**config.mk**
```make
export PLATFORM = sky130hd
export DESIGN_NAME = fpa_frame_rx
export DESIGN_NICKNAME = d
export VERILOG_FILES = /design/src/rtl/fpa_pkg.sv /design/src/rtl/fpa_sync.sv /design/src/rtl/fpa_deser.sv /design/src/rtl/fpa_expand.sv /design/src/rtl/fpa_frame_rx.sv
export SDC_FILE = /design/constraint.sdc
export NUM_CORES = 1
export LEC_CHECK = 0
export ABC_AREA = 1
export BUFFER_PORTS_ARGS = -buffer_cell sky130_fd_sc_hd__buf_2
export CELL_PAD_IN_SITES_DETAIL_PLACEMENT = 1
export CELL_PAD_IN_SITES_GLOBAL_PLACEMENT = 1
export CORE_AREA = 2 2 111 92
export DETAILED_ROUTE_END_ITERATION = 16
export DIE_AREA = 0 0 113 94
export MAX_ROUTING_LAYER = met4
export PLACE_DENSITY_LB_ADDON = 0.2
export SLEW_MARGIN = 20
export SYNTH_ARGS = -nofsm -noshare
export SYNTH_HDL_FRONTEND = slang
export SYNTH_HIERARCHICAL = 1
export SYNTH_SLANG_ARGS = --single-unit
export TNS_END_PERCENT = 10
```
**constraint.sdc**
```tcl
create_clock -name clk -period 4.1 [get_ports clk]
set_clock_uncertainty 0.05 [all_clocks]
set_input_delay 0.82 -clock clk [delete_from_list [all_inputs] [get_ports clk]]
set_output_delay 0.82 -clock clk [all_outputs]
set_load 0.05 [all_outputs]
```
**src/rtl/fpa_pkg.sv**
```systemverilog
package fpa_pkg;

  typedef enum logic {
    CH_LEFT  = 1'b0,
    CH_RIGHT = 1'b1
  } fpa_ch_e;

endpackage

```
**src/rtl/fpa_sync.sv**
```systemverilog
module fpa_sync #(
  parameter int W      = 3,
  parameter int STAGES = 2
) (
  input  logic         clk,
  input  logic         rst,
  input  logic [W-1:0] d_i,
  output logic [W-1:0] q_o
);

  // STAGES must be 2 or more
  logic [STAGES-1:0][W-1:0] stg;

  always_ff @(posedge clk) begin
    if (rst) stg <= '0;
    else     stg <= {stg[STAGES-2:0], d_i};
  end

  assign q_o = stg[STAGES-1];

endmodule

```
**src/rtl/fpa_deser.sv**
```systemverilog
module fpa_deser
  import fpa_pkg::*;
#(
  parameter int WORD_W  = 16,
  parameter int PAD_W   = 2,
  parameter int FIELD_W = 13
) (
  input  logic               clk,
  input  logic               rst,
  input  logic               sck_i,
  input  logic               dat_i,
  input  logic               lat_i,
  output logic [FIELD_W-1:0] word_o,
  output logic               done_o,
  output fpa_ch_e            chan_o,
  output logic               err_o
);

  localparam int CNT_W = $clog2(WORD_W + 2);
  localparam int SKP_W = $clog2(PAD_W + 1);
  localparam logic [CNT_W-1:0] CNT_FULL = CNT_W'(WORD_W);
  localparam logic [CNT_W-1:0] CNT_HALF = CNT_W'(WORD_W / 2);
  localparam logic [CNT_W-1:0] CNT_SAT  = '1;
  localparam logic [SKP_W-1:0] SKP_LOAD = SKP_W'(PAD_W);

  logic               sck_q, lat_q;
  logic               sck_rise, lat_rise, lat_fall;
  logic [FIELD_W-1:0] sreg;
  logic [CNT_W-1:0]   cnt;
  logic [SKP_W-1:0]   skip;
  fpa_ch_e            chan;

  assign sck_rise = sck_i & ~sck_q;
  assign lat_rise = lat_i & ~lat_q;
  assign lat_fall = ~lat_i & lat_q;

  always_ff @(posedge clk) begin
    if (rst) begin
      sck_q  <= 1'b0;
      lat_q  <= 1'b0;
      sreg   <= '0;
      cnt    <= '0;
      skip   <= '0;
      chan   <= CH_LEFT;
      word_o <= '0;
      done_o <= 1'b0;
      chan_o <= CH_LEFT;
      err_o  <= 1'b0;
    end else begin
      sck_q  <= sck_i;
      lat_q  <= lat_i;
      done_o <= 1'b0;
      err_o  <= 1'b0;
      // latch edges take precedence over a bit strobe in the same cycle
      if (lat_fall) begin
        cnt  <= '0;
        skip <= SKP_LOAD;
        if (cnt == CNT_FULL) begin
          word_o <= sreg;
          done_o <= 1'b1;
          chan_o <= chan;
          chan   <= (chan == CH_LEFT) ? CH_RIGHT : CH_LEFT;
        end else begin
          err_o <= 1'b1;
          chan  <= CH_LEFT;
        end
      end else if (lat_rise) begin
        if (cnt != CNT_HALF) begin
          err_o <= 1'b1;
          cnt   <= '0;
          chan  <= CH_LEFT;
        end
      end else if (sck_rise) begin
        if (skip != '0) begin
          skip <= skip - 1'b1;
        end else begin
          sreg <= {sreg[FIELD_W-2:0], dat_i};
          if (cnt != CNT_SAT) cnt <= cnt + 1'b1;
        end
      end
    end
  end

endmodule

```
**src/rtl/fpa_expand.sv**
```systemverilog
module fpa_expand #(
  parameter int MANT_W = 10,
  parameter int EXP_W  = 3,
  parameter int OUT_W  = 16
) (
  input  logic [MANT_W+EXP_W-1:0] field_i,
  output logic [OUT_W-1:0]        samp_o
);

  // mantissa x 2^(exp-1); exp 0 is silence
  function automatic logic [OUT_W-1:0] fp_to_lin(
    input logic [MANT_W-1:0] m,
    input logic [EXP_W-1:0]  e
  );
    logic [OUT_W-1:0] ext;
    ext = {{(OUT_W-MANT_W){m[MANT_W-1]}}, m};
    if (e == '0) return '0;
    return ext << (e - 1'b1);
  endfunction

  assign samp_o = fp_to_lin(field_i[EXP_W +: MANT_W], field_i[EXP_W-1:0]);

endmodule

```
**src/rtl/fpa_frame_rx.sv**
```systemverilog
module fpa_frame_rx
  import fpa_pkg::*;
#(
  parameter int WORD_W      = 16,
  parameter int PAD_W       = 2,
  parameter int MANT_W      = 10,
  parameter int EXP_W       = 3,
  parameter int OUT_W       = 16,
  parameter int SYNC_STAGES = 2
) (
  input  logic             clk,
  input  logic             rst,
  input  logic             ser_clk_i,
  input  logic             ser_dat_i,
  input  logic             ser_lat_i,
  input  logic             err_clr_i,
  output logic [OUT_W-1:0] left_o,
  output logic [OUT_W-1:0] right_o,
  output logic             valid_o,
  output logic             err_o
);

  localparam int FIELD_W = MANT_W + EXP_W;

  logic               s_sck, s_dat, s_lat;
  logic [FIELD_W-1:0] word;
  logic               word_done;
  fpa_ch_e            word_chan;
  logic               err_evt;
  logic [OUT_W-1:0]   samp;
  logic [OUT_W-1:0]   pend_left;

  fpa_sync #(.W(3), .STAGES(SYNC_STAGES)) u_sync (
    .clk (clk),
    .rst (rst),
    .d_i ({ser_lat_i, ser_dat_i, ser_clk_i}),
    .q_o ({s_lat, s_dat, s_sck})
  );

  fpa_deser #(.WORD_W(WORD_W), .PAD_W(PAD_W), .FIELD_W(FIELD_W)) u_deser (
    .clk    (clk),
    .rst    (rst),
    .sck_i  (s_sck),
    .dat_i  (s_dat),
    .lat_i  (s_lat),
    .word_o (word),
    .done_o (word_done),
    .chan_o (word_chan),
    .err_o  (err_evt)
  );

  fpa_expand #(.MANT_W(MANT_W), .EXP_W(EXP_W), .OUT_W(OUT_W)) u_expand (
    .field_i (word),
    .samp_o  (samp)
  );

  always_ff @(posedge clk) begin
    if (rst) begin
      pend_left <= '0;
      left_o    <= '0;
      right_o   <= '0;
      valid_o   <= 1'b0;
    end else begin
      valid_o <= 1'b0;
      if (word_done) begin
        if (word_chan == CH_LEFT) begin
          pend_left <= samp;
        end else begin
          left_o  <= pend_left;
          right_o <= samp;
          valid_o <= 1'b1;
        end
      end
    end
  end

  // a new error wins over a clear in the same cycle
  always_ff @(posedge clk) begin
    if (rst)            err_o <= 1'b0;
    else if (err_evt)   err_o <= 1'b1;
    else if (err_clr_i) err_o <= 1'b0;
  end

endmodule

```
# Yosys cells after proc, flatten, opt, wreduce, memory -nomap -nowiden
# Index checks and enable logic that the tools add are counted.
[word_totals]
out_inout_bits = 34
wordCells = 84
regBits = 95
input_bits = 6
[op_classes]
addsub = 3
mux = 25
n_shift = 1
eq_ne = 6
reduce_logical = 20
bitwise_logic = 11
[ops]
columns = ["operator", "n"]
rows = [
  ["16-bit 2-to-1 mux", 2],
  ["5-bit 2-to-1 mux", 5],
  ["2-bit nonzero test", 8],
  ["16-bit by 3-bit << shifter with 16-bit output", 1],
  ["1-bit 2-to-1 mux", 14],
  ["2-bit 2-to-1 mux", 4],
  ["1-bit inverter", 8],
  ["2-bit AND reduction", 4],
  ["4-bit AND reduction", 2],
  ["3-bit AND reduction", 2],
  ["2-bit OR reduction", 3],
  ["5-bit by 1-bit adder with 5-bit output, second input constant", 1],
  ["5-bit == test, second input constant", 1],
  ["5-bit by 4-bit inequality test with 1-bit output, second input constant", 1],
  ["5-bit inequality test, second input constant", 1],
  ["2-bit inequality test, second input constant", 2],
  ["1-bit AND", 3],
  ["3-bit logical NOT", 1],
  ["3-bit by 1-bit subtractor with 3-bit output, second input constant", 1],
  ["2-bit by 1-bit inequality test with 1-bit output, second input constant", 1],
  ["2-bit by 1-bit subtractor with 2-bit output, second input constant", 1],
]

# Longest topological paths before layout
[logic_depth]
ltp_word = 5
ltp_mapped = 13

# Hierarchy
# The synthesis kept the hierarchy.
[modules_own_cells]
columns = ["mod", "seq_area_each_um2", "n_inst", "area_each_um2", "cells_each"]
rows = [
  ["fpa_frame_rx", 1001.0, 1, 1929.4, 254],
  ["fpa_deser", 780.7, 1, 1627.8, 198],
  ["fpa_expand", 0.0, 1, 519.2, 118],
  ["fpa_sync", 120.1, 1, 187.7, 21],
]

# Least setup slack after synthesis
# Ideal clock, no wire load.
[synth_path]
path_type = "register -> register"
start = "reg u_deser.word_o[0]"
end = "reg pend_left[2]"
path_stages_with_launch = 11
arrival_time_ns = 1.451
t_required_ns = 3.986
path_buffers = 1
path_slack_ns = 2.536
period_less_slack_ns = 1.564
setup_time_ns = 0.064
cell_sequence = "dfxtp_1 inv_2 ha_1 inv_1 buf_2 nand3_1 a21oi_1 inv_1 nand3_1 nand2_1 nor2_1"
[synth_between]
elab_chain_cells = 3
word_cells_on_any_way = 5
cone_classes = "add/sub (1); shift (1); mux (2); reduce/logical (1)"
[synth_rtl]
columns = ["item", "line_no", "text"]
rows = [
  ["start: declaration", "fpa_deser.sv:13", "output logic [FIELD_W-1:0] word_o,"],
  ["start signal: assignment", "fpa_deser.sv:59", "word_o <= sreg;"],
  ["3-bit by 1-bit subtractor with 3-bit output / 3-bit logical NOT (equally long branches)", "fpa_expand.sv:18, fpa_expand.sv:17", ""],
  ["16-bit by 3-bit << shifter with 16-bit output / 1-bit 2-to-1 mux (equally long branches)", "fpa_expand.sv:18, fpa_expand.sv:17", ""],
  ["16-bit 2-to-1 mux *", "fpa_expand.sv:18", "return ext << (e - 1'b1);"],
  ["net samp[2]", "fpa_frame_rx.sv:30", "logic [OUT_W-1:0] samp;"],
  ["end signal: assignment", "fpa_frame_rx.sv:67", "pend_left <= samp;"],
  ["end: declaration", "fpa_frame_rx.sv:31", "logic [OUT_W-1:0] pend_left;"],
]
# Mark *: on every way through the listed nets, which the timed path passes. The rest lies on a longest branch.
# A chain may end at the register's enable or synchronous reset.

# Worst setup path in the final report
[layout_path]
start = "reg u_deser.word_o[0]"
end = "reg right_o[2]"
[layout_between]
elab_chain_cells = 3
word_cells_on_any_way = 5
cone_classes = "add/sub (1); shift (1); mux (2); reduce/logical (1)"
[layout_rtl]
columns = ["item", "line_no", "text"]
rows = [
  ["3-bit by 1-bit subtractor with 3-bit output / 3-bit logical NOT (equally long branches)", "fpa_expand.sv:18, fpa_expand.sv:17", ""],
  ["16-bit by 3-bit << shifter with 16-bit output / 1-bit 2-to-1 mux (equally long branches)", "fpa_expand.sv:18, fpa_expand.sv:17", ""],
  ["16-bit 2-to-1 mux *", "fpa_expand.sv:18", ""],
  ["net samp[2]", "fpa_frame_rx.sv:30", ""],
  ["end signal: assignment", "fpa_frame_rx.sv:70", "right_o <= samp;"],
  ["end: declaration", "fpa_frame_rx.sv:18", "output logic [OUT_W-1:0] right_o,"],
]
# Marks and branches as above.

==> summary.md <==
| Metric | Value |
|---|---|
| PwrDens | `385.4 nW/µm²` |
| Port Buffers | `39` |
| Share of cells above drive strength 1 | `~14%` |
| Die ar. | `around 11000 µm²` |
| CP arrival | `2650 ps` |
| Number of cells on the worst reg-to-reg path | `7` |
| Worst VDD drop | `~0.00025 V` |
| DR WL/cell | `~14 µm` |
| Hold-critical path depth | `2` |
| Yosys cell types | `25` |
| Iter 0 DRT Violations | `approximately 150` |
| DP HPWL | `approximately 7.5 mm` |
| Max_cap viols | `0` |
| CTS Buf Count | `9` |
| Core Area | `about 9400 µm²` |
| Startpoint type of the worst setup path | `flop` |
| Pin count of the biggest net entering global routing | `43` |
| Final hold viol count | `0` |
| Yosys warnings | `6` |
| Slowest Stage Delay on Critical Path | `about 580 ps` |
| Minimum hold slack | `between 300 and 400 ps` |
| Util after Layout | `roughly half` |
| First-pass GRT wire length | `18.32 mm` |
| Routability Congestion | `0.8513` |
| Rows | `32` |
| Via count | `3760` |
| Later-pin clock latency in the skew report | `340 ps` |
| Final Max Tran Viols | `0` |
| Setup TNS | `0 ps` |
| Seq. cell area | `approximately 1900 µm²` |
| Fillers | `between 1k and 1.5k` |
| Post-CTS setup repair buffer count | `0` |
| All-Layer GR Usage | `22.17%` |
| Post-Synthesis Mean Instance Area | `7.215 µm²` |
| Slowest cell on the critical path | `dfxtp_1` |
| Vias in the first global route | `about 3.9k` |
| Gr ovfl total | `0` |
| CP Class | `flop to flop` |
| Area grow syn2layout | `10.04%` |
| Fmax achieved | `roughly 0.41 GHz` |
| Initial antenna violation count | `0` |
| Yosys reg bits | `95` |
| Post-synthesis sequential area ratio | `between 40% and 50%` |
| Critical Path RT | `roughly 4300 ps` |
| Hold_buf cts | `0` |
| Worst slew pin tran | `653.1 ps` |
| Type of the most critical hold path | `flop to flop` |
| Clock sink count | `95` |
| DRT antenna net count | `0` |
| I/O pin count | `40` |
| Mapped Nets | `approximately 610` |
| Cells after Synth | `roughly 600` |
| TritonCTS clock tree | `built` |
| Pleak | `1.998 nW` |
| Worst-path clk slew | `~60 ps` |
| Final setup fails | `0` |
| Die width | `between 100 and 150 µm` |
| Status | `finished with violations` |
| Maximum buffer depth of the clock tree | `2` |
| Placed Area | `4413 µm²` |
| Mapped cell area | `approximately 4300 µm²` |
| Violated checks | `DRC` |
| Final Cycle Share | `between 50% and 60%` |
| Ant diodes | `0` |
| Critical-path maximum fanout | `13` |
| Htree depth | `3` |
| Fin area | `between 4000 and 5000 µm²` |
| Unrepaired setup endpoints after global routing | `no` |
| Final net count | `627` |
| CP Cell Sequence | `inv_2, ha_1, inv_1, nand3_1, a21oi_1, nand3_1, a21oi_1` |
| Starting Density | `a little under half` |
| Area of the multi-input gates | `~1900 µm²` |
| Drt via density | `roughly 5.1` |
| Slew HR | `56.40%` |
| Chip Height | `approximately 94 µm` |
| Pre-antenna DRT Iters | `10` |
| Root buf cell | `clkbuf_16` |
| Clock period minus worst slack | `between 2000 and 2500 ps` |
| DRC viols | `3` |
| CP endpoint kind | `flop` |
| CTS resizes | `0` |
| Total Wirelength | `~11 mm` |
## worst max-delay path: cells and delay by family, from the launching register on
| kind | cells | cell delay [ps] |
|---|---|---|
| flip-flops | 1 | 580 |
| buffers and inverters | 2 | 480 |
| AO/OA/AOI/OAI | 2 | 470 |
| AND/OR/NAND/NOR | 2 | 290 |
| adder cells (fa/ha/maj) | 1 | 480 |
## cells in the final DEF, fill, tap and decap left out
cell / netlist / routed
clkinv_4: 0 / 1
a211oi_1: 1 / 1
o21bai_1: 1 / 1
inv_1: 71 / 71
nor2_4: 3 / 3
nand2_2: 3 / 4
nand2_4: 2 / 2
nand4_2: 2 / 2
nand3_1: 73 / 73
dfxtp_1: 95 / 95
nor2_1: 64 / 64
clkbuf_16: 0 / 9
clkinv_2: 0 / 2
clkbuf_8: 0 / 1
o21ai_0: 19 / 19
o21ai_2: 10 / 10
nand4_1: 1 / 1
nand2_1: 143 / 142
buf_2: 12 / 39
o21ai_1: 2 / 2
a21oi_4: 1 / 1
a21oi_1: 54 / 54
clkinvlp_4: 0 / 2
nor2_2: 3 / 3
ha_1: 8 / 8
clkbuf_1: 3 / 1
nor3_1: 1 / 1
inv_2: 3 / 3
buf_4: 9 / 3
## cell usage after synthesis
library cell | instances | area [µm²]
o21ai_2 | 10 | 87.58
dfxtp_1 | 95 | 1902
nor3_1 | 1 | 5.000
nor2_1 | 64 | 240.2
o21ai_0 | 19 | 95.09
nand4_2 | 2 | 25.02
ha_1 | 8 | 100.1
a211oi_1 | 1 | 7.510
nand2_2 | 3 | 18.77
a21oi_4 | 1 | 16.27
nand3_1 | 73 | 365.4
nor2_2 | 3 | 18.77
buf_6 | 7 | 78.83
clkbuf_1 | 3 | 11.26
nand2_1 | 143 | 536.8
inv_1 | 71 | 266.5
nand4_1 | 1 | 6.260
o21ai_1 | 2 | 10.01
buf_4 | 9 | 67.56
nand2_4 | 2 | 22.52
inv_2 | 3 | 11.26
buf_2 | 12 | 60.06
nor2_4 | 3 | 33.78
o21bai_1 | 1 | 7.510
a21oi_1 | 54 | 270.3
## final timing paths
check | startpoint | slack (ps) | endpoint
max | u_deser/word_o[0] | 1680 | right_o[2]
min | u_sync/stg[0] | 360 | u_sync/q_o[0]
max reg2reg | u_deser/word_o[0] | 1680 | right_o[2]
min reg2reg | u_sync/stg[0] | 360 | u_sync/q_o[0]
## per-layer routing
metal  GRT usage, %  up-vias  routed length [µm]
li1               -     1899                   -
met1          28.15     1803                5164
met3          4.710       11                 367
met5              -        -                   0
met4          6.098        0                 113
met2          36.13       47                4923
## through the flow
step / setup WS, ps / power [mW] / cells
after floorplan: 2536 / 1.031 / 591
after global placement: 1836 / 1.045 / 721
after detailed placement: 1766 / 1.050 / 721
after CTS: 1729 / 1.836 / 737
after global routing: 1414 / 1.878 / 737
final: 1676 / 1.808 / 737
## cell type report
| cell class | instances | area share, % |
|---|---|---|
| multi-input combinational | 391 | 39.84 |
| sequential | 95 | 40.53 |
| clock inverter | 5 | 0.7200 |
| clock buffer | 11 | 5.173 |
| timing repair buffer | 42 | 4.640 |
| tap | 119 | 3.173 |
| inverter | 74 | 5.920 |
## sequential cells by signal (all words and copies together), names as in the netlist, 2 cells and up
signal	flops
left_o	16
pend_left	16
right_o	16
u_deser/sreg	13
u_deser/word_o	13
u_deser/cnt	5
u_sync/q_o	3
u_sync/stg	3
u_deser/skip	2
## kinds of logic after synthesis
kind of cell               Yosys count  synth area share, %
adders and majority gates            8                2.348
and+or+nand+nor                    295                29.84
buffers and inverters              105                11.62
AOI/OAI and AO/OA                   88                11.59
DFF                                 95                44.60
## power breakdown
part / total [mW] / internal, mW / switching [mW]
Sequential: 0.948 / 0.938 / 0.0101
Clock: 0.779 / 0.427 / 0.353
Combinational: 0.0807 / 0.0245 / 0.0562
Total: 1.81 / 1.39 / 0.419
No activity file was read; power rests on OpenSTA's default activity.
